File: config.mk
export PLATFORM = sky130hd
export DESIGN_NAME = sat_mac
export DESIGN_NICKNAME = d
export VERILOG_FILES = /design/src/rtl/sat_mac.sv
export SDC_FILE = /design/constraint.sdc
export NUM_CORES = 1
export LEC_CHECK = 0
export BUFFER_PORTS_ARGS = -buffer_cell sky130_fd_sc_hd__buf_4
export CAP_MARGIN = 20
export CORE_ASPECT_RATIO = 0.5
export CORE_MARGIN = 4
export CORE_UTILIZATION = 35
export DETAILED_ROUTE_END_ITERATION = 6
export GPL_ROUTABILITY_DRIVEN = 1
export HOLD_SLACK_MARGIN = 0.1
export PLACE_DENSITY_LB_ADDON = 0.1
export SLEW_MARGIN = 20
export SYNTH_ARGS = -nofsm -noshare
export SYNTH_HDL_FRONTEND = slang
export SYNTH_SLANG_ARGS = --single-unit
File: constraint.sdc
create_clock -name clk -period 3.4 [get_ports clk]
set_input_delay 0.17 -clock clk [delete_from_list [all_inputs] [get_ports clk]]
set_output_delay 0.17 -clock clk [all_outputs]
set_load 0.01 [all_outputs]
File: src/rtl/sat_mac.sv
module sat_mac #(
  parameter int OP_W   = 16,
  parameter int ACC_W  = 40,
  parameter int WORD_W = 32
) (
  input  logic                     clk,
  input  logic                     rst_n,
  input  logic                     in_valid,
  input  logic                     in_clear,
  input  logic                     in_sat,
  input  logic signed [OP_W-1:0]   in_a,
  input  logic signed [OP_W-1:0]   in_b,
  output logic [WORD_W-1:0]        acc_lo,
  output logic [WORD_W-1:0]        acc_hi,
  output logic [WORD_W-1:0]        acc_sat32,
  output logic                     ovf
);
  localparam int PROD_W = 2 * OP_W;
  localparam int HI_W   = ACC_W - WORD_W;
  localparam logic [ACC_W-1:0] ACC_MAX = {1'b0, {(ACC_W-1){1'b1}}};
  localparam logic [ACC_W-1:0] ACC_MIN = {1'b1, {(ACC_W-1){1'b0}}};

  logic                     v1, clr1, sat1;
  logic signed [PROD_W-1:0] prod;
  logic [ACC_W-1:0]         acc;

  always_ff @(posedge clk or negedge rst_n) begin
    if (!rst_n) begin
      v1   <= 1'b0;
      clr1 <= 1'b0;
      sat1 <= 1'b0;
      prod <= '0;
    end else begin
      v1   <= in_valid;
      clr1 <= in_clear;
      sat1 <= in_sat;
      prod <= in_a * in_b;
    end
  end

  logic [ACC_W-1:0] prod_ext, sum;
  logic             ov_pos, ov_neg;

  assign prod_ext = {{(ACC_W-PROD_W){prod[PROD_W-1]}}, prod};
  assign sum      = acc + prod_ext;
  assign ov_pos   = !acc[ACC_W-1] && !prod_ext[ACC_W-1] &&  sum[ACC_W-1];
  assign ov_neg   =  acc[ACC_W-1] &&  prod_ext[ACC_W-1] && !sum[ACC_W-1];

  always_ff @(posedge clk or negedge rst_n) begin
    if (!rst_n) begin
      acc <= '0;
      ovf <= 1'b0;
    end else if (v1) begin
      if (clr1) begin
        acc <= prod_ext;
        ovf <= 1'b0;
      end else begin
        if (sat1 && ov_pos)      acc <= ACC_MAX;
        else if (sat1 && ov_neg) acc <= ACC_MIN;
        else                     acc <= sum;
        if (ov_pos || ov_neg) ovf <= 1'b1;
      end
    end
  end

  logic fits32;
  assign fits32 = (acc[ACC_W-1:WORD_W-1] == '0) || (acc[ACC_W-1:WORD_W-1] == '1);

  assign acc_lo    = acc[WORD_W-1:0];
  assign acc_hi    = {{(2*WORD_W-ACC_W){acc[ACC_W-1]}}, acc[ACC_W-1:WORD_W]};
  assign acc_sat32 = fits32 ? acc[WORD_W-1:0]
                   : (acc[ACC_W-1] ? {1'b1, {(WORD_W-1){1'b0}}}
                                   : {1'b0, {(WORD_W-1){1'b1}}});


  sat_pos_limit_chk: assert property (@(posedge clk) disable iff (!rst_n)
    (v1 && !clr1 && sat1 && ov_pos) |=> (acc_hi[HI_W-1:0] == 8'h7F && acc_lo == '1));

  sat_neg_limit_chk: assert property (@(posedge clk) disable iff (!rst_n)
    (v1 && !clr1 && sat1 && ov_neg) |=> (acc_hi[HI_W-1:0] == 8'h80 && acc_lo == '0));

  ovf_sticky_chk: assert property (@(posedge clk) disable iff (!rst_n)
    (ovf && !(v1 && clr1)) |=> ovf);

  clear_load_chk: assert property (@(posedge clk) disable iff (!rst_n)
    (v1 && clr1) |=> (!ovf && acc_lo == $past(prod_ext[WORD_W-1:0])));

  idle_hold_chk: assert property (@(posedge clk) disable iff (!rst_n)
    !v1 |=> ($stable(acc_lo) && $stable(acc_hi) && $stable(ovf)));

  sat32_fit_chk: assert property (@(posedge clk) disable iff (!rst_n)
    (acc_hi == {WORD_W{acc_lo[WORD_W-1]}}) |-> (acc_sat32 == acc_lo));
endmodule

=== Yosys cells after proc, flatten, opt, wreduce, memory -nomap -nowiden ===
Index checks and enable logic that the tools add are counted.

* Add/sub/neg operators: 1
* $mul: 1
* Eq/ne operators: 1
* Mux-type cells: 7
* Reduce and logical (&&, ||, !) cells: 14

{| class="wikitable"
|+ Operator list
! kind !! count
|-
| $mux W40 || 3
|-
| $mux W32 || 2
|-
| $add A40 B40 Y40 || 1
|-
| $mul A16 B16 Y32 || 1
|-
| $eq A9 B9 Y1 const B || 1
|-
| $logic_not A9 Y1 || 1
|-
| $logic_and A1 B1 Y1 || 6
|-
| $logic_not A1 Y1 || 3
|-
| $logic_or A1 B1 Y1 || 2
|-
| $mux W1 || 2
|-
| $reduce_and A2 Y1 || 1
|-
| $reduce_bool A2 Y1 || 1
|}

* Register bits after elaboration: 76
* Input bits: 37
* Output and inout port bits: 97
* Logic and storage cells: 30

=== Longest topological paths before layout ===
* Depth after elaboration: 7
* Depth in mapped cells: 24
* Depth with buffers taken out: 23

=== Worst setup path after synthesis ===
OpenSTA, ideal clock, no wires.

* Path kind: input to register
* Start point: in in_a[15]
* End point: reg prod[31]
* Setup time: 0.080 ns
* Arrival time: 5.954 ns
* Data required time: 3.320 ns
* Setup slack: -2.634 ns
* Stages on the path: 22
* Buffers on the path: 1
* Cell sequence: clkbuf_1 nand2_1 inv_1 fa_1 fa_1 fa_1 fa_1 fa_1 inv_1 fa_1 inv_1 ha_1 a21o_1 a221oi_1 o211ai_1 a211oi_1 nor3b_1 nor3_1 nor3_1 a21o_1 a21oi_1 xnor2_1

* Cells in the longest elaborated chain, start to end: 1

{| class="wikitable"
|+ Ends and longest elaborated chain
! what !! RTL line !! text
|-
| start, declared || 11 || <nowiki>input logic signed [OP_W-1:0] in_a,</nowiki>
|-
| $mul A16 B16 Y32 || 37 || <nowiki>prod <= in_a * in_b;</nowiki>
|-
| end signal, assigned || 37 ||
|-
| end, declared || 24 || <nowiki>logic signed [PROD_W-1:0] prod;</nowiki>
|}

Every way passes these cells.
A chain may end at the register's enable or synchronous reset.

=== Worst setup path after layout ===
Same ends and word-level chain as after synthesis.

==> results.tsv <==
stage	metric	value	unit
worst_setup_path	timing.rr.end	acc[15]	
cells_and_area	area_growth	31.1	%
clock_network	root_buffer	clkbuf_16	
timing	grt_setup_unrepaired	yes	
worst_setup_path	start_kind	primary input	
timing	fin_tns_setup	-32.55	ns
grt	grt_pass1_wl	70400	µm
grt	grt_pass1_vias	12600	
worst_setup_path	crit_path_cell_trace	buf_12, and2_4, fa_2, fa_2, fa_2, fa_1, fa_1, inv_1, fa_1, inv_2, ha_4, a21o_1, a221oi_4, o211ai_1, a211oi_4, nor3b_2, nor3_2, nor3_2, a21o_1, a21oi_2, xnor2_2	
yosys	ys_types	66	
yosys	syn_area_per_cell	8.91	µm²
die	coreArea	42600	µm²
timing	hold_ws	0.285	ns
worst_setup_path	r2r_slack	0.09	ns
drt	routed.top_layer	met4	
yosys	synth_ff_type	dfrtp_1	
timing	hold_viol_final	0	
yosys	synth_async_sr_flop_share	100	%
flow_run	drv_cap	0	
cells_and_area	diodes	0	
drt	route.detailed.drc	0	
drt	wl_met1	21900	µm
cells_and_area	seqCellArea	1900	µm²
status	outcome	finished with violations	
worst_setup_path	startpoint	in_a[15]	
clock_network	htreeDepth	3	
yosys	yosysWarningCount	0	
placement	place.detailed.hpwl	36800	µm
die	start_util	35.9	%
yosys	synth_seq_cells	76	
die	die_area	47300	µm²
cells_and_area	fin_nets	2452	
timing	layout_min_cycle_time	5.32	ns
die	die_h	156	µm
timing	fin_skew	0.0106	ns
worst_setup_path	cp.arrival	5.58	ns
worst_setup_path	crit_type	primary input to flip-flop	
yosys	yosys.area.top_type_share	34.4	%
cells_and_area	most-common-layout-cells	322 x buf_4, 276 x inv_1, 243 x fa_1, 175 x nand2_1, 110 x and2_1	
timing	worst_pin_slew	0.765	ns
clock_network	cts_buffers	9	
timing	fmax	188	MHz
yosys	synth_nets	2140	
clock_network	cts_sinks	76	
timing	timing.final.crit_share	156	%
worst_setup_path	critPathMaxStageDelay	0.67	ns
grt	antenna_found_initial	0	
cells_and_area	final_common_cell	buf_4	
worst_setup_path	crit_slowest_cell	fa_2	
drt	wl_met3	1450	µm
cells_and_area	n_fill_cell	4254	
yosys	synthTopCellsByArea	fa_1 34%, dfrtp_1 12%, ha_1 10%	
yosys	netlist_area	15300	µm²
worst_setup_path	cp.required	3.66	ns
timing	finalMaxSlewViolations	0	
timing	slew-limit-headroom	49.0	%
placement	portBuffers	133	
worst_setup_path	reg2regPathDepth	11	
clock_network	clock_path_buffers	2	
yosys	syn_inst	1717	
clock_network	cts_tree	yes	
drt	drtAntennaViolNets	0	
worst_setup_path	critPathMaxFanout	7	
drt	vias_per_cell	4.76	
drt	wl_per_cell	16.7	µm
worst_setup_path	timing.rr.start	acc[14]	
yosys	synth-edff-count	0	
timing	setup_ws	-1.92	ns
clock_network	clk_pin_slew_worst_paths	0.07	ns
cells_and_area	drive_gt1_share	29.4	%
clock_network	clk_latency	0.35	ns
placement	globalplace.congestion	0.841	
status	violations	negative setup slack	
grt	gr-total-overflow	0	
placement	place_ws	-2.50	ns
drt	dr.pass1.iters	5	
min_path	hp-class	primary input to flip-flop	
worst_setup_path	end_kind	flip-flop	
worst_setup_path	cp-endpoint	prod[31]	
yosys	ys_seq_area_share	12.4	%
die	num_rows	53	
timing	finalSetupViolCount	25	
grt	grt_start_max_net_pins	58	
grt	grt_usage	18.6	%
die	die_w	304	µm
die	ios	134	
drt	route.met2.wl	19900	µm
drt	vias	12400	
cells_and_area	multi_input_area	12700	µm²
yosys	yosys.area.top_type	fa_1	
drt	drt_iter0_drc	685	
drt	routed_wl	43600	µm
## synthesized netlist by cell type (7+ instances only)
| cell type | count |
|---|---|
| fa_1 | 263 |
| o21ai_0 | 96 |
| nand3_1 | 14 |
| nor2_1 | 53 |
| ha_1 | 123 |
| nor3_1 | 14 |
| xor2_1 | 16 |
| and2_1 | 129 |
| nor2b_1 | 7 |
| o2bb2ai_1 | 21 |
| nand2_1 | 192 |
| buf_4 | 24 |
| nand2b_1 | 12 |
| o221ai_1 | 7 |
| a21o_1 | 27 |
| a31oi_1 | 9 |
| a21oi_1 | 92 |
| or3_1 | 12 |
| clkbuf_1 | 58 |
| xnor2_1 | 50 |
| inv_1 | 305 |
| dfrtp_1 | 76 |
| a211oi_1 | 9 |
| and3_1 | 7 |
| o21a_1 | 11 |
## what timing repair did
| action | in CTS | in global routing |
|---|---|---|
| setup buffers | 19 | 20 |
| resized for setup | 127 | 94 |
| cloned | 0 | 0 |
| endpoints found under the hold margin | 59 | 0 |
| pin swaps | 79 | 61 |
| endpoints found under the setup margin | 25 | 51 |
| hold buffers | 4 | 0 |
## registers in the layout (all words and copies together), names as in the netlist
register  flops
acc          40
clr1          1
ovf           1
prod         32
sat1          1
v1            1
## cell type report
type / count / share of cell area, %
clock inverter: 6 / 0.237
timing repair buffer: 390 / 16.6
inverter: 305 / 5.73
tap: 577 / 3.60
sequential: 76 / 9.49
multi-input combinational: 1247 / 63.2
clock buffer: 10 / 1.19
## stage by stage
step,utilization (%),instance area (µm²),std cells
2_1_floorplan,-,15800,1717
3_3_place_gp,43.7,18600,2557
3_5_place_dp,43.7,18600,2557
4_1_cts,46.0,19600,2595
5_1_grt,47.1,20000,2611
6_report,47.1,20000,2611
## metal layers
metal / global-route usage (%) / vias to the layer above
li1: - / 6072
met4: 2.28 / 0
met2: 30.0 / 188
met3: 1.75 / 22
met1: 28.1 / 6149
met5: 0 / -
## kinds of logic (layout without fill, tap and decap cells)
logic type / Yosys count / count (layout) / synth area share (%)
fa+ha+maj: 386 / 386 / 44.5
simple gates: 460 / 460 / 14.7
compound gates: 334 / 334 / 14.0
buf+inv: 394 / 711 / 10.5
mux: 1 / 1 / 0.0736
flops: 76 / 76 / 12.4
xor+xnor: 66 / 66 / 3.78
## how the worst min path moves through the flow
stage,startpoint,endpoint,depth (start not counted)
floorplan,rst_n,acc[0],0
detailed placement,in_clear,clr1,1
global placement,in_clear,clr1,1
finish,in_b[0],prod[0],3
global route,in_b[0],prod[0],3
CTS,in_b[0],prod[0],3
## critical path: cells and delay by family
kind                       cells  cell delay, ns
adders and majority gates      7            3.37
AOI/OAI and AO/OA              6            1.24
and+or+nand+nor                4            0.42
buffers and inverters          3            0.23
xor gates and xnor gates       1            0.13
Power is not shown: default switching activity piles up to over one toggle a cycle in this logic, so the estimate is an artifact.
